## src/rtl/i2cs_flow_pkg.sv

```systemverilog
package i2cs_flow_pkg;

   typedef enum logic [2:0] {
      FC_SLEEP      = 3'd0,
      FC_IDLE       = 3'd1,
      FC_SEND       = 3'd2,
      FC_RECV       = 3'd3,
      FC_DRAIN_RX   = 3'd4,
      FC_STALL_RX   = 3'd5,
      FC_STALL_TX   = 3'd6
   } fc_state_e;

   localparam logic [2:0] REC_CLEAN      = 3'd0;
   localparam logic [2:0] REC_HOST_ABORT = 3'd1;
   localparam logic [2:0] REC_DRAIN_LOST = 3'd2;
   localparam logic [2:0] REC_STALL_LOST = 3'd3;
   localparam logic [2:0] REC_REPEAT     = 3'd4;

   localparam int unsigned FC_NUM_PULSES = 4;

   typedef struct packed {
      logic nack;
      logic rx_flush;
      logic tx_flush;
      logic dup;
   } fc_pulse_t;

   function automatic logic fc_is_busy(fc_state_e s);
      return (s == FC_DRAIN_RX) || (s == FC_STALL_RX) || (s == FC_STALL_TX);
   endfunction

endpackage

```

## src/rtl/fc_wait_timer.sv

```systemverilog
module fc_wait_timer #(
   parameter int unsigned TMO_W = 16
) (
   input  logic             clk,
   input  logic             rst_n,
   input  logic             load,
   input  logic [TMO_W-1:0] load_val,
   input  logic             run,
   output logic [TMO_W-1:0] count,
   output logic             expired
);
   localparam logic [TMO_W-1:0] ONE = {{(TMO_W-1){1'b0}}, 1'b1};

   logic [TMO_W-1:0] cnt_q;

   always_ff @(posedge clk or negedge rst_n) begin
      if (!rst_n) begin
         cnt_q <= '0;
      end else if (load) begin
         cnt_q <= load_val;
      end else if (!run) begin
         cnt_q <= '0;
      end else if (cnt_q != '0) begin
         cnt_q <= cnt_q - ONE;
      end
   end

   assign count   = cnt_q;
   assign expired = (cnt_q == '0);
endmodule

```

## src/rtl/fc_pulse_reg.sv

```systemverilog
module fc_pulse_reg #(
   parameter int unsigned N = 4
) (
   input  logic         clk,
   input  logic         rst_n,
   input  logic [N-1:0] d,
   output logic [N-1:0] q
);
   generate
      for (genvar i = 0; i < N; i++) begin : g_bit
         always_ff @(posedge clk or negedge rst_n) begin
            if (!rst_n) q[i] <= 1'b0;
            else        q[i] <= d[i];
         end
      end
   endgenerate
endmodule

```

## src/rtl/fc_fsm.sv

```systemverilog
module fc_fsm
   import i2cs_flow_pkg::*;
#(
   parameter int unsigned TMO_W = 16
) (
   input  logic             clk,
   input  logic             rst_n,
   input  logic             ctl_enable,
   input  logic             ctl_host_nack,
   input  logic             addr_match,
   input  logic             addr_rw,
   input  logic             stop_det,
   input  logic             mst_nack,
   input  logic             byte_req,
   input  logic             rx_full,
   input  logic             rx_empty,
   input  logic             tx_empty,
   input  logic [TMO_W-1:0] rx_tmo,
   input  logic [TMO_W-1:0] tx_tmo,
   input  logic             tmr_expired,
   output fc_state_e        state,
   output logic [2:0]       recover,
   output logic             tx_irq_en,
   output logic             tmr_load,
   output logic [TMO_W-1:0] tmr_val,
   output logic             tmr_run,
   output fc_pulse_t        pulse_req
);
   fc_state_e  state_q, state_d;
   logic [2:0] rec_q, rec_d;
   logic       irq_q, irq_d;

   // read match: same handling from Standby and Busy_Rec_R
   task automatic take_read(output fc_state_e nx, output logic ld,
                            output logic [TMO_W-1:0] lv);
      if (tx_empty) begin
         nx = FC_STALL_TX;
         ld = 1'b1;
      end else begin
         nx = FC_SEND;
         ld = 1'b0;
      end
      lv = tx_tmo;
   endtask

   always_comb begin
      state_d   = state_q;
      rec_d     = rec_q;
      irq_d     = irq_q;
      pulse_req = '0;
      tmr_load  = 1'b0;
      tmr_val   = rx_tmo;

      if (!ctl_enable) begin
         state_d = FC_SLEEP;
      end else begin
         unique case (state_q)
            FC_SLEEP: state_d = FC_IDLE;

            FC_IDLE: begin
               if (addr_match && !addr_rw) begin
                  if (rx_full) pulse_req.nack = 1'b1;
                  else         state_d = FC_RECV;
               end else if (addr_match && addr_rw) begin
                  irq_d = 1'b1;
                  take_read(state_d, tmr_load, tmr_val);
               end
            end

            FC_RECV: begin
               if (ctl_host_nack) begin
                  state_d        = FC_IDLE;
                  pulse_req.nack = 1'b1;
                  if (!rx_empty) begin
                     pulse_req.rx_flush = 1'b1;
                     rec_d              = REC_HOST_ABORT;
                  end else begin
                     rec_d = REC_CLEAN;
                  end
               end else if (rx_full) begin
                  tmr_load = 1'b1;
                  tmr_val  = rx_tmo;
                  state_d  = stop_det ? FC_DRAIN_RX : FC_STALL_RX;
               end else if (stop_det) begin
                  state_d = FC_IDLE;
                  rec_d   = REC_CLEAN;
               end
            end

            FC_STALL_RX: begin
               if (!rx_full) begin
                  state_d = FC_RECV;
               end else if (tmr_expired) begin
                  state_d            = FC_IDLE;
                  pulse_req.nack     = 1'b1;
                  pulse_req.rx_flush = 1'b1;
                  rec_d              = REC_STALL_LOST;
               end
            end

            FC_DRAIN_RX: begin
               if (addr_match && !addr_rw) begin
                  pulse_req.nack = 1'b1;
               end else if (addr_match && addr_rw) begin
                  irq_d = 1'b1;
                  take_read(state_d, tmr_load, tmr_val);
               end else if (!rx_full) begin
                  state_d = FC_IDLE;
               end else if (tmr_expired) begin
                  state_d            = FC_IDLE;
                  pulse_req.rx_flush = 1'b1;
                  rec_d              = REC_DRAIN_LOST;
               end
            end

            FC_SEND: begin
               if (mst_nack) begin
                  state_d            = FC_IDLE;
                  pulse_req.tx_flush = 1'b1;
                  irq_d              = 1'b0;
               end else if (byte_req && tx_empty) begin
                  state_d  = FC_STALL_TX;
                  tmr_load = 1'b1;
                  tmr_val  = tx_tmo;
               end else if (stop_det) begin
                  state_d = FC_IDLE;
               end
            end

            FC_STALL_TX: begin
               if (!tx_empty) begin
                  state_d = FC_SEND;
                  rec_d   = REC_CLEAN;
               end else if (tmr_expired) begin
                  state_d       = FC_SEND;
                  pulse_req.dup = 1'b1;
                  rec_d         = REC_REPEAT;
               end
            end

            default: state_d = FC_SLEEP;
         endcase
      end
   end

   always_ff @(posedge clk or negedge rst_n) begin
      if (!rst_n) begin
         state_q <= FC_SLEEP;
         rec_q   <= REC_CLEAN;
         irq_q   <= 1'b0;
      end else begin
         state_q <= state_d;
         rec_q   <= rec_d;
         irq_q   <= irq_d;
      end
   end

   assign tmr_run   = fc_is_busy(state_q) && (state_d == state_q);
   assign state     = state_q;
   assign recover   = rec_q;
   assign tx_irq_en = irq_q;
endmodule

```

## src/rtl/i2cs_flow_ctrl.sv

```systemverilog
module i2cs_flow_ctrl
   import i2cs_flow_pkg::*;
#(
   parameter int unsigned TMO_W = 16
) (
   input  logic             clk,
   input  logic             rst_n,
   input  logic             ctl_enable,
   input  logic             ctl_host_nack,
   input  logic             addr_match,
   input  logic             addr_rw,
   input  logic             stop_det,
   input  logic             mst_nack,
   input  logic             byte_req,
   input  logic             rx_full,
   input  logic             rx_empty,
   input  logic             tx_empty,
   input  logic [TMO_W-1:0] rx_tmo,
   input  logic [TMO_W-1:0] tx_tmo,
   output logic [2:0]       status,
   output logic [2:0]       recover,
   output logic [TMO_W-1:0] tmo_now,
   output logic             scl_hold,
   output logic             bus_off,
   output logic             tx_irq_en,
   output logic             force_nack,
   output logic             rx_flush,
   output logic             tx_flush,
   output logic             dup_req
);
   generate
      if (TMO_W < 2 || TMO_W > 32) begin : g_bad_width
         $error("TMO_W must lie in 2..32");
      end
   endgenerate

   fc_state_e              state;
   logic                   tmr_load, tmr_run, tmr_expired;
   logic [TMO_W-1:0]       tmr_val;
   fc_pulse_t              pulse_req, pulse_q;
   logic [FC_NUM_PULSES-1:0] pulse_vec;

   fc_fsm #(.TMO_W(TMO_W)) u_fsm (
      .clk(clk), .rst_n(rst_n),
      .ctl_enable(ctl_enable), .ctl_host_nack(ctl_host_nack),
      .addr_match(addr_match), .addr_rw(addr_rw), .stop_det(stop_det),
      .mst_nack(mst_nack), .byte_req(byte_req),
      .rx_full(rx_full), .rx_empty(rx_empty), .tx_empty(tx_empty),
      .rx_tmo(rx_tmo), .tx_tmo(tx_tmo), .tmr_expired(tmr_expired),
      .state(state), .recover(recover), .tx_irq_en(tx_irq_en),
      .tmr_load(tmr_load), .tmr_val(tmr_val), .tmr_run(tmr_run),
      .pulse_req(pulse_req)
   );

   fc_wait_timer #(.TMO_W(TMO_W)) u_timer (
      .clk(clk), .rst_n(rst_n),
      .load(tmr_load), .load_val(tmr_val), .run(tmr_run),
      .count(tmo_now), .expired(tmr_expired)
   );

   fc_pulse_reg #(.N(FC_NUM_PULSES)) u_pulses (
      .clk(clk), .rst_n(rst_n), .d(pulse_req), .q(pulse_vec)
   );

   assign pulse_q    = fc_pulse_t'(pulse_vec);
   assign force_nack = pulse_q.nack;
   assign rx_flush   = pulse_q.rx_flush;
   assign tx_flush   = pulse_q.tx_flush;
   assign dup_req    = pulse_q.dup;

   assign status   = state;
   assign bus_off  = (state == FC_SLEEP);
   assign scl_hold = (state == FC_STALL_RX) || (state == FC_STALL_TX);
endmodule

```

## config.mk

```make
export PLATFORM = sky130hd
export DESIGN_NAME = i2cs_flow_ctrl
export DESIGN_NICKNAME = d
export VERILOG_FILES = /design/src/rtl/i2cs_flow_pkg.sv /design/src/rtl/fc_wait_timer.sv /design/src/rtl/fc_pulse_reg.sv /design/src/rtl/fc_fsm.sv /design/src/rtl/i2cs_flow_ctrl.sv
export SDC_FILE = /design/constraint.sdc
export NUM_CORES = 1
export LEC_CHECK = 0
export ABC_AREA = 0
export ABC_CLOCK_PERIOD_IN_PS = 2750
export BUFFER_PORTS_ARGS = -buffer_cell sky130_fd_sc_hd__buf_2
export CORE_MARGIN = 4
export CORE_UTILIZATION = 40
export DETAILED_ROUTE_END_ITERATION = 7
export PLACE_DENSITY = 0.76
export SLEW_MARGIN = 30
export SYNTH_ARGS = -nofsm -noshare
export SYNTH_HDL_FRONTEND = slang
export SYNTH_SLANG_ARGS = --single-unit
```

## constraint.sdc

```tcl
create_clock -name clk -period 2.75 [get_ports clk]
set_input_delay 0.275 -clock clk [delete_from_list [all_inputs] [get_ports clk]]
set_output_delay 0.275 -clock clk [all_outputs]
set_load 0.02 [all_outputs]
```

==> Word-level counts from Yosys, hierarchy flattened <==
Cells that the tools add are included.
{ "totals": {"ff_bits": 27, "latchBits": 0, "mem_bits_rw": 0, "rom_bits": 0, "input_bits": 44, "output_inout_bits": 29, "word_cells": 116, "memories": 0} }
{ "op_classes": {"add_sub_neg": 1, "multipliers": 0, "n_div": 0, "magnitude_cmp": 0, "eq_ne": 20, "shift": 0, "mux": 71, "bitwise": 0, "n_reduce_logical": 16} }
{ "op_table": {"columns": ["operator", "n"], "rows": [
  ["16-bit two-way mux", 8],
  ["3-bit two-way mux", 28],
  ["16-bit case mux with 2 select lines", 1],
  ["1-bit two-way mux", 24],
  ["3-bit case mux with 7 select lines", 1],
  ["16-bit zero test", 1],
  ["2-bit != test (second input constant)", 8],
  ["16-bit nonzero test", 1],
  ["16-bit by 1-bit subtractor with 16-bit output (second input constant)", 1],
  ["3-bit != test (second input constant)", 4],
  ["3-bit case mux with 4 select lines", 1],
  ["11-bit AND reduction", 1],
  ["3-bit equality test (second input constant)", 3],
  ["3-bit by 2-bit equality test with 1-bit output (second input constant)", 2],
  ["2-bit two-way mux", 3],
  ["1-bit case mux with 3 select lines", 2],
  ["5-bit AND reduction", 1],
  ["1-bit logical AND", 4],
  ["4-bit two-way mux", 1],
  ["1-bit case mux with 4 select lines", 1],
  ["4-bit nonzero test", 1],
  ["3-bit by 1-bit equality test with 1-bit output (second input constant)", 1],
  ["3-bit equality test", 1],
  ["3-bit zero test", 1],
  ["6 further kinds", 8]
]} }

==> Longest topological paths before layout <==
Gate-level depths: netlist of the first run.
{ "logic_depth": {"word_depth": 11, "mapped_depth": 10, "mapped_depth_nobuf": 8} }

==> Cells and area by module <==
From an unflattened synthesis of the first run, not the netlist that was laid out.
{ "unflattened": {"hier_cells": 227, "hier_area_um2": 2063.2} }
{ "modules_own_cells": {"columns": ["module", "instances", "cells_per_inst", "area_per_inst_um2", "seq_area_each_um2"], "rows": [
  ["fc_fsm", 1, 115, 978.4, 175.2],
  ["fc_wait_timer", 1, 105, 964.7, 400.4],
  ["fc_pulse_reg", 1, 4, 100.1, 100.1],
  ["i2cs_flow_ctrl", 1, 3, 20.0, 0.0]
]} }

==> Worst setup path after synthesis of the first run <==
Ideal clock, no wire load.
{ "synth_path": {"path_kind": "register to register", "from": "reg u_fsm.state_q[2], in the netlist u_fsm.state[2]", "to": "reg u_timer.cnt_q[11], in the netlist u_timer.count[11]", "setup_time_ps": 120, "arrival_time_ps": 2363, "required_time_ps": 2630, "setup_slack_ps": 267, "stages_incl_launch_ff": 10, "n_path_buf": 3, "period_less_slack_ps": 2483, "cell_sequence": "dfrtp_1 > buf_4 > nor3_1 > nand3b_1 > a31oi_4 > a311oi_4 > and3_1 > buf_6 > buf_6 > nor2_1"} }
{ "synth_via": {"elab_cells_between_ends": 36, "classes_between": "eq/ne (8); mux (23); reduce/logical (5)"} }
{ "synth_lines": {"columns": ["item", "line_no", "text"], "rows": [
  ["from (decl)", "fc_fsm.sv:29", "fc_state_e state_q, state_d;"],
  ["from (signal assigned)", "fc_fsm.sv:152", "state_q <= state_d;"],
  ["3-bit zero test (*)", null, null],
  ["net bus_off", "i2cs_flow_ctrl.sv:24", "output logic bus_off,"],
  ["3-bit case mux with 7 select lines (*)", "fc_fsm.sv:57", "unique case (state_q)"],
  ["3-bit two-way mux (*)", "fc_fsm.sv:54", "if (!ctl_enable) begin"],
  ["3-bit equality test (*)", "fc_fsm.sv:158", "assign tmr_run = fc_is_busy(state_q) && (state_d == state_q);"],
  ["1-bit logical AND (*)", "fc_fsm.sv:158", null],
  ["16-bit two-way mux", "fc_wait_timer.sv:21", "end else if (!run) begin"],
  ["16-bit two-way mux", "fc_wait_timer.sv:19", "end else if (load) begin"],
  ["to (signal assigned)", "fc_wait_timer.sv:20", "cnt_q <= load_val;"],
  ["to (signal assigned)", "fc_wait_timer.sv:24", "cnt_q <= cnt_q - ONE;"],
  ["to (decl)", "fc_wait_timer.sv:14", "logic [TMO_W-1:0] cnt_q;"]
]} }
The timed path passes the listed nets; every way through them passes the cells marked *.
A chain may end at the register's enable or synchronous reset.

==> Final worst setup path of the first run <==
{ "layout_path": {"from": "reg u_fsm.state_q[0], in the netlist u_fsm.state[0]", "to": "reg u_timer.cnt_q[8], in the netlist u_timer.count[8]"} }
{ "layout_via": {"elab_chain_cells": 10, "elab_cells_between_ends": 36, "classes_between": "eq/ne (8); mux (23); reduce/logical (5)"} }
{ "layout_lines": {"columns": ["item", "line_no", "text"], "rows": [
  ["3-bit two-way mux", "fc_fsm.sv:93, fc_fsm.sv:109", null],
  ["3-bit two-way mux", "fc_fsm.sv:107", "end else if (!rx_full) begin"],
  ["3-bit two-way mux", "fc_fsm.sv:104", "end else if (addr_match && addr_rw) begin"],
  ["3-bit two-way mux", "fc_fsm.sv:102", "if (addr_match && !addr_rw) begin"],
  ["3-bit case mux with 7 select lines", "fc_fsm.sv:57", null],
  ["3-bit two-way mux", "fc_fsm.sv:54", null],
  ["3-bit equality test", "fc_fsm.sv:158", null],
  ["1-bit logical AND", "fc_fsm.sv:158", null],
  ["16-bit two-way mux", "fc_wait_timer.sv:21", null],
  ["16-bit two-way mux", "fc_wait_timer.sv:19", null]
]} }
Several ways; a longest one is shown, not always the timed one.

==> results of run 1 <==
-- final cells by class --
class | instances | area (um^2)
multi-input combinational | 183 | 1250
clock inverter | 1 | 5.00
sequential | 27 | 676
fill | 464 | 2320
timing repair buffer | 80 | 420
tap | 67 | 83.8
inverter | 6 | 22.5
clock buffer | 3 | 41.3
-- registers in the layout, summed over array words and instances (netlist names) --
| signal | count |
|---|---|
| u_fsm.tx_irq_en | 1 |
| u_fsm.state | 3 |
| u_fsm.recover | 3 |
| u_timer.count | 16 |
| u_pulses.q | 4 |
-- worst max-delay path, delay by kind of cell (launching register included) --
kind                   cells  cell delay (ns)
AO/OA/AOI/OAI              2             0.42
XOR/XNOR                   1             0.18
buffers and inverters      1             0.23
flip-flops                 1             0.91
AND/OR/NAND/NOR            3             0.60
-- worst paths after layout --
path / start / end / slack, ns / cells after the start
setup / recovery: u_fsm.state[0] / u_timer.count[8] / 0.29 / 7
hold reg to reg: u_fsm.tx_irq_en / u_fsm.tx_irq_en / 0.52 / 2
min in group clk: mst_nack / u_pulses.q[1] / 0.31 / 2
setup reg to reg: u_fsm.state[0] / u_timer.count[8] / 0.29 / 7
hold / removal: rst_n / u_fsm.state[0] / -0.007 / 1
max in group asynchronous: rst_n / u_timer.count[13] / 2.38 / 1
-- layer usage --
metal | up-vias | GRT usage [%] | wire, um
met4 | 0 | 4.64 | 99
met3 | 11 | 3.16 | 355
met5 | - | 0 | 0
li1 | 1015 | - | -
met1 | 949 | 24.2 | 2530
met2 | 86 | 27.0 | 2630
-- logic make-up after synthesis --
logic type | count (synthesis) | share of synthesized area (%)
AND/OR/NAND/NOR | 88 | 23.6
AO/OA/AOI/OAI | 77 | 29.2
flip-flops | 27 | 33.1
buffers and inverters | 23 | 5.76
XOR/XNOR | 14 | 6.01
multiplexers | 2 | 1.10
adder cells (fa/ha/maj) | 2 | 1.23
-- power groups by stage --
stage,clock (mW),sequential (mW),combinational [mW]
after floorplan,0,0.454,0.152
final,0.228,0.439,0.252
after global placement,0,0.446,0.249
after CTS,0.232,0.439,0.253
after detailed placement,0,0.447,0.251
after global routing,0.248,0.443,0.280
-- cell usage in the layout (no fill, tap or decap), drive strengths merged, types with 4 or more instances in the layout --
cell type / n
buf: 80
dfrtp: 27
nor2: 23
nand2: 21
o21ai: 17
a22o: 17
a32oi: 16
a21oi: 11
xor2: 7
xnor2: 7
inv: 6
nand3: 6
nor3: 5
nor2b: 5
nand2b: 5
and3: 4
a31oi: 4
nand4: 4
-- metrics by stage --
step                instances  instance area [um^2]  power (mW)  util [%]
detailed placement        363                  2450       0.698      50.9
global route              367                  2500       0.972      51.8
global placement          363                  2450       0.695      50.9
floorplan                 233                  2040       0.606         -
finish                    367                  2500       0.919      51.8
CTS                       367                  2500       0.924      51.8
==> parameters.txt, run 1 <==
Parameter                              Value

Clocking
  Number of buffers added by the clock tree synthesis step    3
  Clock latency at the later pin of the worst-skew pair    0.27 ns
  Root Buffer Master    sky130_fd_sc_hd__clkbuf_8
  CTS tree    done
  CTS H-Tree Depth    1
  CTS resizes    0
  Clk sinks    27
  Clk slew on worst S/H paths    0.10 ns
  Clock Tree Buf Depth    2
  Number of post-CTS setup repair buffers    0
  CTS Hold Bufs    0

Power
  Combinational share of power    27.4%
  Internal portion of total power    0.623 mW
  Worst ir drop on vdd    0.242 mV
  Total power density per cell area    368 mW/mm^2
  Clock network power share    24.8%
  NetSw    0.295 mW
  Sequential fraction of design power    47.8%
  Leakage    1.26 nW
  Switching power as a share of total power    32.2%

STA
  Final setup viols    0
  Clk_skew    0.00328 ns
  Highest clock frequency the design can meet    0.407 GHz
  Crit share post-route    89.3%
  Final-report hold violation count    27
  Slew @ Worst Pin    0.853 ns
  Post-Route Hold Slack    -0.00688 ns
  Pins Over Slew Limit    0
  RSZ-0062 raised after global routing    no
  Min cycle time layout    2.46 ns
  Max-Slew Margin vs Limit    43.1%
  Setup slack after layout    0.294 ns
  Summed negative setup slack over all endpoints    0 ns

Global routing
  Grt total ovfl    0
  First-pass GRT wire length    8880 um
  All-layer global routing usage    17.2%
  Number of antenna violations at the first check in global routing    0
  Largest net degree at the start of global routing    30
  Via count of the first global-routing pass    1,923

Setup path
  Peak fanout along the critical path    29
  Largest stage delay on the critical path    0.91 ns
  Library cell contributing the largest single delay on the critical path    sky130_fd_sc_hd__dfrtp_1
  Endpoint arrival time on the critical path    2.62 ns
  Setup crit start kind    flop
  Required time at the worst-slack endpoint    2.92 ns
  Series of cell instances along the critical path    xor2_1 -> nand4_1 -> a31oi_4 -> a311oi_4 -> and3_1 -> buf_4 -> nor2_1
  Worst Path Class, Setup    flop to flop
  Setup crit end kind    flop

Run
  Maxcap violations    0

Synthesis
  Unique masters post-synth    47
  Count of flip-flops with a built-in enable after synthesis    0
  Seq cells post-synth    27
  Post-synth top area cell    sky130_fd_sc_hd__dfrtp_1
  Most used flip-flop cell after synthesis    sky130_fd_sc_hd__dfrtp_1
  Top cells by area in the synthesized netlist    sky130_fd_sc_hd__dfrtp_1, sky130_fd_sc_hd__a22o_1, sky130_fd_sc_hd__a32oi_1, sky130_fd_sc_hd__nor2_1, sky130_fd_sc_hd__o21ai_0
  Ys async rst share    100%
  Share of Yosys cell area claimed by the top area cell type    33.1%
  Net count of the mapped netlist    279
  Number of instances in the synthesized netlist    233
  Sequential share of the synthesized area    33.1%
  Commonest cells post-synth    sky130_fd_sc_hd__dfrtp_1, sky130_fd_sc_hd__nor2_1, sky130_fd_sc_hd__nand2_1
  Most numerous cell in the Yosys netlist    sky130_fd_sc_hd__dfrtp_1
  Mean post-synth cell area    8.76 um^2
  Yosys warning count    0
  Mapped cell area    0.00204 mm^2

Route
  Number of DRC violations after detailed-routing iteration 0    145
  Number of detailed-routing iterations run before antenna repair    4
  Drt wl/cell    15.3 um
  Per-cell via count in the routed design    5.62
  Number of routed nets with antenna violations    0
  Post-detailed-route DRC marker count    0
  Vias after detailed routing    2,061
  Total wire length after detailed routing    5610 um

Place
  Port Buf Inserts    72
  Post-detail-place hpwl    4210 um
  Post-placement worst setup slack    0.391 ns
  Placer congestion estimate    0.905

Die
  Die width    79.4 um
  Cell Rows    25
  Die outline height    79.4 um
  Die Footprint    0.00631 mm^2
  Initial standard-cell utilization of the core    42.4%
  Core outline area    0.00482 mm^2
  I/O pin count    73

Layout
  Count of antenna diodes in the layout    0
  Area overhead of the layout relative to synthesis    22.3%
  Fraction of final layout cells with drive strength greater than 1    31.3%
  Final nets    347

Run status
  Status    finished with violations
  Failing checks    hold timing

Hold path
  Worst min path class    primary input to asynchronous set/reset pin
Note: power is estimated with default switching activity, not from simulation.
==> run 2, diff against run 1 <==
--- a/config.mk
+++ b/config.mk
@@ -8,7 +8,7 @@
 export ABC_AREA = 0
 export ABC_CLOCK_PERIOD_IN_PS = 2750
 export BUFFER_PORTS_ARGS = -buffer_cell sky130_fd_sc_hd__buf_2
-export CORE_MARGIN = 4
+export CORE_MARGIN = 1
 export CORE_UTILIZATION = 40
 export DETAILED_ROUTE_END_ITERATION = 7
 export PLACE_DENSITY = 0.76
==> run 2 against run 1 <==
Compared with the run above: the flow still finishes with violations (hold timing); via count decreased by 0.78%; total power is 0.21% higher; core utilization increased by 0.052 points; critical path type unchanged; critical endpoint is now u_timer.count[6].
==> parameters.txt, run 2 (same netlist as run 1, synthesis figures left out) <==
Parameter                              Value

Clocking
  CTS tree    done (unchanged)
  Root Buffer Master    sky130_fd_sc_hd__clkbuf_8 (unchanged)
  CTS Hold Bufs    0 (unchanged)
  Clk slew on worst S/H paths    0.10 ns (about the same)
  Number of post-CTS setup repair buffers    0 (unchanged)
  Clk sinks    27 (unchanged)
  Clock latency at the later pin of the worst-skew pair    0.27 ns (about the same)
  Clock Tree Buf Depth    2 (unchanged)
  CTS H-Tree Depth    1 (unchanged)
  CTS resizes    0 (unchanged)
  Number of buffers added by the clock tree synthesis step    3 (unchanged)

Route
  Vias after detailed routing    2,045 (was 2,061)
  Total wire length after detailed routing    5340 um (was 5610 um)
  Number of detailed-routing iterations run before antenna repair    4 (unchanged)
  Post-detailed-route DRC marker count    0 (unchanged)
  Number of DRC violations after detailed-routing iteration 0    202 (was 145)
  Drt wl/cell    14.6 um (was 15.3 um)
  Per-cell via count in the routed design    5.57 (was 5.62)
  Number of routed nets with antenna violations    0 (unchanged)

Layout
  Count of antenna diodes in the layout    0 (unchanged)
  Most common cell after layout, fill and taps aside    sky130_fd_sc_hd__buf_2 (unchanged)
  Non-filler instance count after layout    367 (unchanged)
  Most frequent cells in the layout    sky130_fd_sc_hd__buf_2, sky130_fd_sc_hd__dfrtp_1, sky130_fd_sc_hd__nor2_1, sky130_fd_sc_hd__nand2_1 (unchanged)
  Area overhead of the layout relative to synthesis    22.4% (was 22.3%)
  Max FFs per register    16 (unchanged)
  Fraction of final layout cells with drive strength greater than 1    31.3% (unchanged)
  Final cell area excluding filler cells    0.00250 mm^2 (about the same)
  Final nets    347 (unchanged)

Global routing
  Via count of the first global-routing pass    1,726 (was 1,923)
  Number of antenna violations at the first check in global routing    0 (unchanged)
  First-pass GRT wire length    8360 um (was 8880 um)
  Largest net degree at the start of global routing    28 (was 30)
  All-layer global routing usage    20.1% (was 17.2%)
  Grt total ovfl    0 (unchanged)

STA
  Crit share post-route    87.2% (was 89.3%)
  Final setup viols    0 (unchanged)
  Final-report hold violation count    24 (was 27)
  Clk_skew    0.00507 ns (was 0.00328 ns)
  Summed negative setup slack over all endpoints    0 ns (unchanged)
  Slew @ Worst Pin    0.630 ns (was 0.853 ns)
  Post-Route Hold Slack    -0.0112 ns (was -0.00688 ns)
  Min cycle time layout    2.40 ns (was 2.46 ns)
  RSZ-0062 raised after global routing    no (unchanged)
  Pins Over Slew Limit    0 (unchanged)
  Max-Slew Margin vs Limit    58.0% (was 43.1%)
  Highest clock frequency the design can meet    0.417 GHz (was 0.407 GHz)

Die
  Core outline area    0.00482 mm^2 (unchanged)
  Die Footprint    0.00539 mm^2 (was 0.00631 mm^2)
  Die width    73.4 um (was 79.4 um)
  Die outline height    73.4 um (was 79.4 um)
  Initial standard-cell utilization of the core    42.4% (unchanged)
  Cell Rows    25 (unchanged)
  I/O pin count    73 (unchanged)

Setup path
  End of the worst register-to-register path    u_timer.count[6] (was u_timer.count[8])
  Endpoint arrival time on the critical path    2.57 ns (was 2.62 ns)
  Setup crit end kind    flop (unchanged)
  Required time at the worst-slack endpoint    2.92 ns (about the same)
  Setup crit start kind    flop (unchanged)
  Path depth of the worst reg2reg path    7 (unchanged)
  FF-to-FF setup slack    0.35 ns (was 0.29 ns)
  Crit Reg-Reg Startpoint    u_fsm.state[2] (was u_fsm.state[0])
  Worst Path Class, Setup    flop to flop (unchanged)
  Peak fanout along the critical path    21 (was 29)

Run
  Maxcap violations    0 (unchanged)

Place
  Post-detail-place hpwl    3880 um (was 4210 um)
  Placer congestion estimate    0.909 (was 0.905)
  Cell Area, Placed    0.00245 mm^2 (unchanged)
  Port Buf Inserts    72 (unchanged)
  Cell total after placement    363 (unchanged)

Power
  Sequential fraction of design power    47.2% (was 47.8%)
  Combinational share of power    28.0% (was 27.4%)
  Worst ir drop on vdd    0.190 mV (was 0.242 mV)
  Leakage    1.26 nW (about the same)
  Switching power as a share of total power    32.0% (was 32.2%)
  Internal portion of total power    0.626 mW (was 0.623 mW)
  NetSw    0.295 mW (about the same)
  Clock network power share    24.9% (was 24.8%)
  Total power density per cell area    368 mW/mm^2 (about the same)

Run status
  Failing checks    hold timing (unchanged)
  Status    finished with violations (unchanged)

Hold path
  Worst min path class    primary input to asynchronous set/reset pin (unchanged)
==> run 2: metal layers <==
layer	share of wire, %	GRT usage [%]
met5	0	0
met4	0.60	5.13
met3	6.0	3.02
met2	45	31.6
met1	48	29.0
==> run 2: stage by stage <==
step / utilization (%) / hold slack [ns] / total power, mW / worst slack (ns)
after floorplan: - / -0.0206 / 0.606 / 0.267
after global placement: 50.9 / 0.305 / 0.695 / 0.486
after detailed placement: 50.9 / 0.311 / 0.698 / 0.418
after CTS: 51.9 / 0.00409 / 0.931 / 0.383
after global routing: 51.9 / 0.0360 / 0.972 / 0.219
final: 51.9 / -0.0112 / 0.921 / 0.353
==> run 2: worst max path at each step <==
stage | start | end | slack (ns) | cells after the start
finish | u_fsm.state[2] | u_timer.count[6] | 0.35 | 7
global route | u_fsm.state[2] | u_timer.count[6] | 0.22 | 7
CTS | u_fsm.state[2] | u_timer.count[6] | 0.38 | 7
detailed placement | u_fsm.state[2] | u_timer.count[6] | 0.42 | 7
global placement | u_fsm.state[2] | u_timer.count[9] | 0.49 | 7
floorplan | u_fsm.state[2] | u_timer.count[11] | 0.27 | 9
==> run 2: area by class of cell <==
type	count	area [um^2]
fill	482	2320
multi-input combinational	183	1250
sequential	27	676
timing repair buffer	80	420
tap	67	83.8
clock buffer	3	41.3
inverter	6	22.5
clock inverter	1	7.51
==> run 2: critical path, stage by stage, from the launching register on <==
cell and delay (ns):
sky130_fd_sc_hd__dfrtp_1 0.75, sky130_fd_sc_hd__nor2b_1 0.27, sky130_fd_sc_hd__o21ai_0 0.11, sky130_fd_sc_hd__a211o_1 0.31
sky130_fd_sc_hd__a41oi_2 0.22, sky130_fd_sc_hd__and3_1 0.33, sky130_fd_sc_hd__buf_4 0.22, sky130_fd_sc_hd__nor2_1 0.06
==> run 2: power groups by stage <==
| stage | combinational, mW | clock [mW] | sequential, mW |
|---|---|---|---|
| floorplan | 0.152 | 0 | 0.454 |
| global placement | 0.253 | 0 | 0.442 |
| detailed placement | 0.255 | 0 | 0.442 |
| CTS | 0.257 | 0.239 | 0.435 |
| global route | 0.281 | 0.253 | 0.438 |
| finish | 0.257 | 0.229 | 0.434 |
==> run 3, diff against run 2 <==
--- a/config.mk
+++ b/config.mk
@@ -5,13 +5,13 @@
 export SDC_FILE = /design/constraint.sdc
 export NUM_CORES = 1
 export LEC_CHECK = 0
-export ABC_AREA = 0
-export ABC_CLOCK_PERIOD_IN_PS = 2750
+export ABC_AREA = 1
+export ABC_CLOCK_PERIOD_IN_PS = 2600
 export BUFFER_PORTS_ARGS = -buffer_cell sky130_fd_sc_hd__buf_2
 export CORE_MARGIN = 1
 export CORE_UTILIZATION = 40
 export DETAILED_ROUTE_END_ITERATION = 7
-export PLACE_DENSITY = 0.76
+export PLACE_DENSITY = 0.75
 export SLEW_MARGIN = 30
 export SYNTH_ARGS = -nofsm -noshare
 export SYNTH_HDL_FRONTEND = slang
==> constraint.sdc (replaced) <==
create_clock -name clk -period 2.6 [get_ports clk]
set_input_delay 0.26 -clock clk [delete_from_list [all_inputs] [get_ports clk]]
set_output_delay 0.26 -clock clk [all_outputs]
set_load 0.02 [all_outputs]
==> run 3 against run 2 <==
Compared with the run above: the run now ends clean; non-clock buffer count decreased by 5; largest cell class unchanged; combinational power increased by 120%; final cell count increased by 27%; count of clock-buffer cells in the layout increased by 1; worst setup slack got worse by 0.084 ns; first-iteration DRC count decreased by 16%.
==> parameters.txt, run 3 <==
Parameter                              Value

Setup path
  Stages on worst setup path    13 (was 7)
  Kind of cell adding the most delay to the critical path    simple AND/OR/NAND/NOR gates (was flip-flops)
  Largest stage delay on the critical path    0.40 ns (was 0.75 ns)
  Worst Path Class, Setup    flop to flop (unchanged)
  Crit Reg-Reg Startpoint    u_timer.count[0] (was u_fsm.state[2])
  Buf/Inv on CP    1 (unchanged)
  Crit path launch    u_timer.count[0] (was u_fsm.state[2])
  Cell occurring most often along the worst timing path    sky130_fd_sc_hd__nand2_1
  Setup crit start kind    flop (unchanged)
  Peak fanout along the critical path    10 (was 21)
  Library cell contributing the largest single delay on the critical path    sky130_fd_sc_hd__dfrtp_1 (unchanged)
  Setup crit end kind    flop (unchanged)
  Path depth of the worst reg2reg path    13 (was 7)
  Series of cell instances along the critical path    inv_1 -> ha_1 -> nand3_1 -> nor2_1 -> nand2_2 -> nand3_1 -> nand4_1 -> nand2_1 -> nand2_1 -> nand2_1 -> nand2_1 -> nor2_2 -> a21oi_1 (was nor2b_1 -> o21ai_0 -> a211o_1 -> a41oi_2 -> and3_1 -> buf_4 -> nor2_1)
  Endpoint arrival time on the critical path    2.47 ns (was 2.57 ns)
  Required time at the worst-slack endpoint    2.74 ns (was 2.92 ns)

Synthesis
  Synth Area in Simple Gates    40.9% (was 23.6%)
  Number of instances in the synthesized netlist    325 (was 233)
  Sequential share of the synthesized area    31.7% (was 33.1%)
  Net count of the mapped netlist    371 (was 279)
  Top cells by area in the synthesized netlist    sky130_fd_sc_hd__dfrtp_1, sky130_fd_sc_hd__nand2_1, sky130_fd_sc_hd__nand3_1, sky130_fd_sc_hd__inv_1, sky130_fd_sc_hd__nor2_1 (was sky130_fd_sc_hd__dfrtp_1, sky130_fd_sc_hd__a22o_1, sky130_fd_sc_hd__a32oi_1, sky130_fd_sc_hd__nor2_1, sky130_fd_sc_hd__o21ai_0)
  Mapped cell area    0.00213 mm^2 (was 0.00204 mm^2)
  Unique masters post-synth    33 (was 47)
  Ys async rst share    100% (unchanged)
  Share of Yosys cell area claimed by the top area cell type    31.7% (was 33.1%)
  Count of flip-flops with a built-in enable after synthesis    0 (unchanged)
  Fraction of synthesized area in multiplexers    0% (was 1.10%)
  Post-synth top area cell    sky130_fd_sc_hd__dfrtp_1 (unchanged)
  Commonest cells post-synth    sky130_fd_sc_hd__nand2_1, sky130_fd_sc_hd__inv_1, sky130_fd_sc_hd__nand3_1 (was sky130_fd_sc_hd__dfrtp_1, sky130_fd_sc_hd__nor2_1, sky130_fd_sc_hd__nand2_1)
  Yosys warning count    0 (unchanged)
  Main combinational cell family by area after synthesis    simple AND/OR/NAND/NOR gates (was compound AO/OA/AOI/OAI gates)
  Area share of xor/xnor cells in the synthesized design    4.52% (was 6.01%)
  Most used flip-flop cell after synthesis    sky130_fd_sc_hd__dfrtp_1 (unchanged)
  Synth Area in Compound Gates    12.7% (was 29.2%)
  Seq cells post-synth    27 (unchanged)
  Most numerous cell in the Yosys netlist    sky130_fd_sc_hd__nand2_1 (was sky130_fd_sc_hd__dfrtp_1)
  Post-synthesis adder-cell area fraction    1.17% (was 1.23%)
  Mean post-synth cell area    6.56 um^2 (was 8.76 um^2)

Clocking
  Clock Tree Buf Depth    2 (unchanged)
  Number of post-CTS setup repair buffers    0 (unchanged)
  Clk sinks    27 (unchanged)
  Clk slew on worst S/H paths    0.09 ns (was 0.10 ns)
  Clock latency at the later pin of the worst-skew pair    0.27 ns (about the same)
  Number of buffers added by the clock tree synthesis step    3 (unchanged)
  CTS Hold Bufs    0 (unchanged)
  Root Buffer Master    sky130_fd_sc_hd__clkbuf_8 (unchanged)
  CTS H-Tree Depth    1 (unchanged)
  CTS tree    done (unchanged)
  CTS resizes    0 (unchanged)

Global routing
  Number of antenna violations at the first check in global routing    0 (unchanged)
  Largest net degree at the start of global routing    28 (unchanged)
  Via count of the first global-routing pass    2,185 (was 1,726)
  All-layer global routing usage    21.9% (was 20.1%)
  Grt total ovfl    0 (unchanged)
  First-pass GRT wire length    9520 um (was 8360 um)

Die
  Die outline height    75.0 um (was 73.4 um)
  Initial standard-cell utilization of the core    41.7% (was 42.4%)
  Cell Rows    26 (was 25)
  I/O pin count    73 (unchanged)
  Core outline area    0.00511 mm^2 (was 0.00482 mm^2)
  Die Footprint    0.00562 mm^2 (was 0.00539 mm^2)
  Die width    75.0 um (was 73.4 um)

Hold path
  Worst min path class    primary input to asynchronous set/reset pin (unchanged)

Layout
  Fill cells    562 (was 482)
  Share of the core filled with cells in the final layout    50.5% (was 51.9%)
  Final nets    443 (was 347)
  Area overhead of the layout relative to synthesis    21.1% (was 22.4%)
  Most frequent cells in the layout    sky130_fd_sc_hd__nand2_1, sky130_fd_sc_hd__buf_2, sky130_fd_sc_hd__inv_1, sky130_fd_sc_hd__nand3_1, sky130_fd_sc_hd__nor2_1 (was sky130_fd_sc_hd__buf_2, sky130_fd_sc_hd__dfrtp_1, sky130_fd_sc_hd__nor2_1, sky130_fd_sc_hd__nand2_1)
  Most common cell after layout, fill and taps aside    sky130_fd_sc_hd__nand2_1 (was sky130_fd_sc_hd__buf_2)
  Non-filler instance count after layout    466 (was 367)
  Count of antenna diodes in the layout    0 (unchanged)
  Fraction of final layout cells with drive strength greater than 1    26.0% (was 31.3%)
  Max FFs per register    16 (unchanged)

Power
  Clock network power share    18.1% (was 24.9%)
  Sequential fraction of design power    38.4% (was 47.2%)
  Internal portion of total power    0.779 mW (was 0.626 mW)
  NetSw    0.538 mW (was 0.295 mW)
  Leakage    1.47 nW (was 1.26 nW)
  Switching power as a share of total power    40.8% (was 32.0%)
  Worst ir drop on vdd    0.291 mV (was 0.190 mV)
  Total power density per cell area    510 mW/mm^2 (was 368 mW/mm^2)
  Combinational share of power    43.5% (was 28.0%)
  Total Power Consumption    1.32 mW (was 0.921 mW)

STA
  RSZ-0062 raised after global routing    no (unchanged)
  Min cycle time layout    2.33 ns (was 2.40 ns)
  Highest clock frequency the design can meet    0.429 GHz (was 0.417 GHz)
  Final-report hold violation count    0 (was 24)
  Final setup viols    0 (unchanged)
  Crit share post-route    89.7% (was 87.2%)
  Slew @ Worst Pin    0.641 ns (was 0.630 ns)
  Pins Over Slew Limit    0 (unchanged)
  Clk_skew    0.00553 ns (was 0.00507 ns)
  Setup slack after layout    0.268 ns (was 0.353 ns)
  Summed negative setup slack over all endpoints    0 ns (unchanged)
  Max-Slew Margin vs Limit    57.3% (was 58.0%)

Route
  Per-cell via count in the routed design    5.08 (was 5.57)
  Total wire length after detailed routing    5910 um (was 5340 um)
  Vias after detailed routing    2,366 (was 2,045)
  Number of routed nets with antenna violations    0 (unchanged)
  Post-detailed-route DRC marker count    0 (unchanged)
  Number of detailed-routing iterations run before antenna repair    4 (unchanged)
  Drt wl/cell    12.7 um (was 14.6 um)
  Number of DRC violations after detailed-routing iteration 0    169 (was 202)

Place
  Port Buf Inserts    72 (unchanged)
  Post-placement worst setup slack    0.299 ns (was 0.418 ns)
  Placer congestion estimate    0.938 (was 0.909)
  Cell total after placement    462 (was 363)
  Post-detail-place hpwl    4650 um (was 3880 um)

Run
  Maxcap violations    0 (unchanged)

Run status
  Status    finished clean (was finished with violations)
run 3: area by class of cell:
type                            count  area, um^2  area share (%)
Multi-Input combinational cell    256        1260            48.9
Sequential cell                    27         676            26.2
Timing Repair Buffer               75         383            14.8
Inverter                           34         128            4.94
Tap cell                           70        87.6            3.39
Clock buffer                        4        45.0            1.75
run 3: logic make-up (layout without fill, tap and decap cells):
kind of cell,Yosys count,after routing
simple gates,199,199
flops,27,27
buf+inv,42,113
fa+ha+maj,2,2
compound gates,44,44
xor+xnor,11,11
run 3: final timing paths:
| path | end | slack [ns] |
|---|---|---|
| max | u_timer.count[11] | 0.27 |
| min | u_timer.count[3] | 0.003 |
| max reg2reg | u_timer.count[11] | 0.27 |
| min reg2reg | u_fsm.recover[0] | 0.50 |
| max in group asynchronous | u_timer.count[8] | 2.18 |
| min in group clk | u_fsm.state[1] | 0.26 |
run 3: layer usage:
metal / track usage (%) / vias up / part of all wire [%]
met5: 0 / - / 0
met4: 7.34 / 0 / 1.0
met3: 2.41 / 6 / 6.4
met2: 38.1 / 93 / 49
met1: 28.3 / 1081 / 44
li1: - / 1186 / -
run 3: power groups by stage:
stage	clock network, mW	logic (mW)	registers, mW
floorplan	0	0.347	0.567
global placement	0	0.569	0.515
detailed placement	0	0.567	0.513
CTS	0.245	0.571	0.506
global route	0.258	0.645	0.515
finish	0.238	0.572	0.506
run 3: worst register-to-register path: stages, from the launching register on:
cell	delay, ns
sky130_fd_sc_hd__dfrtp_1	0.40
sky130_fd_sc_hd__inv_1	0.14
sky130_fd_sc_hd__ha_1	0.24
sky130_fd_sc_hd__nand3_1	0.09
sky130_fd_sc_hd__nor2_1	0.14
sky130_fd_sc_hd__nand2_2	0.16
sky130_fd_sc_hd__nand3_1	0.12
sky130_fd_sc_hd__nand4_1	0.13
sky130_fd_sc_hd__nand2_1	0.11
sky130_fd_sc_hd__nand2_1	0.05
sky130_fd_sc_hd__nand2_1	0.08
sky130_fd_sc_hd__nand2_1	0.09
sky130_fd_sc_hd__nor2_2	0.35
sky130_fd_sc_hd__a21oi_1	0.08
run 3: per-stage QoR:
| stage | area, um^2 | hold slack (ns) |
|---|---|---|
| global placement | 2540 | 0.309 |
| CTS | 2580 | 0.0235 |
| detailed placement | 2540 | 0.321 |
| finish | 2580 | 0.00292 |
| global route | 2580 | 0.0516 |
| floorplan | 2130 | -0.0356 |
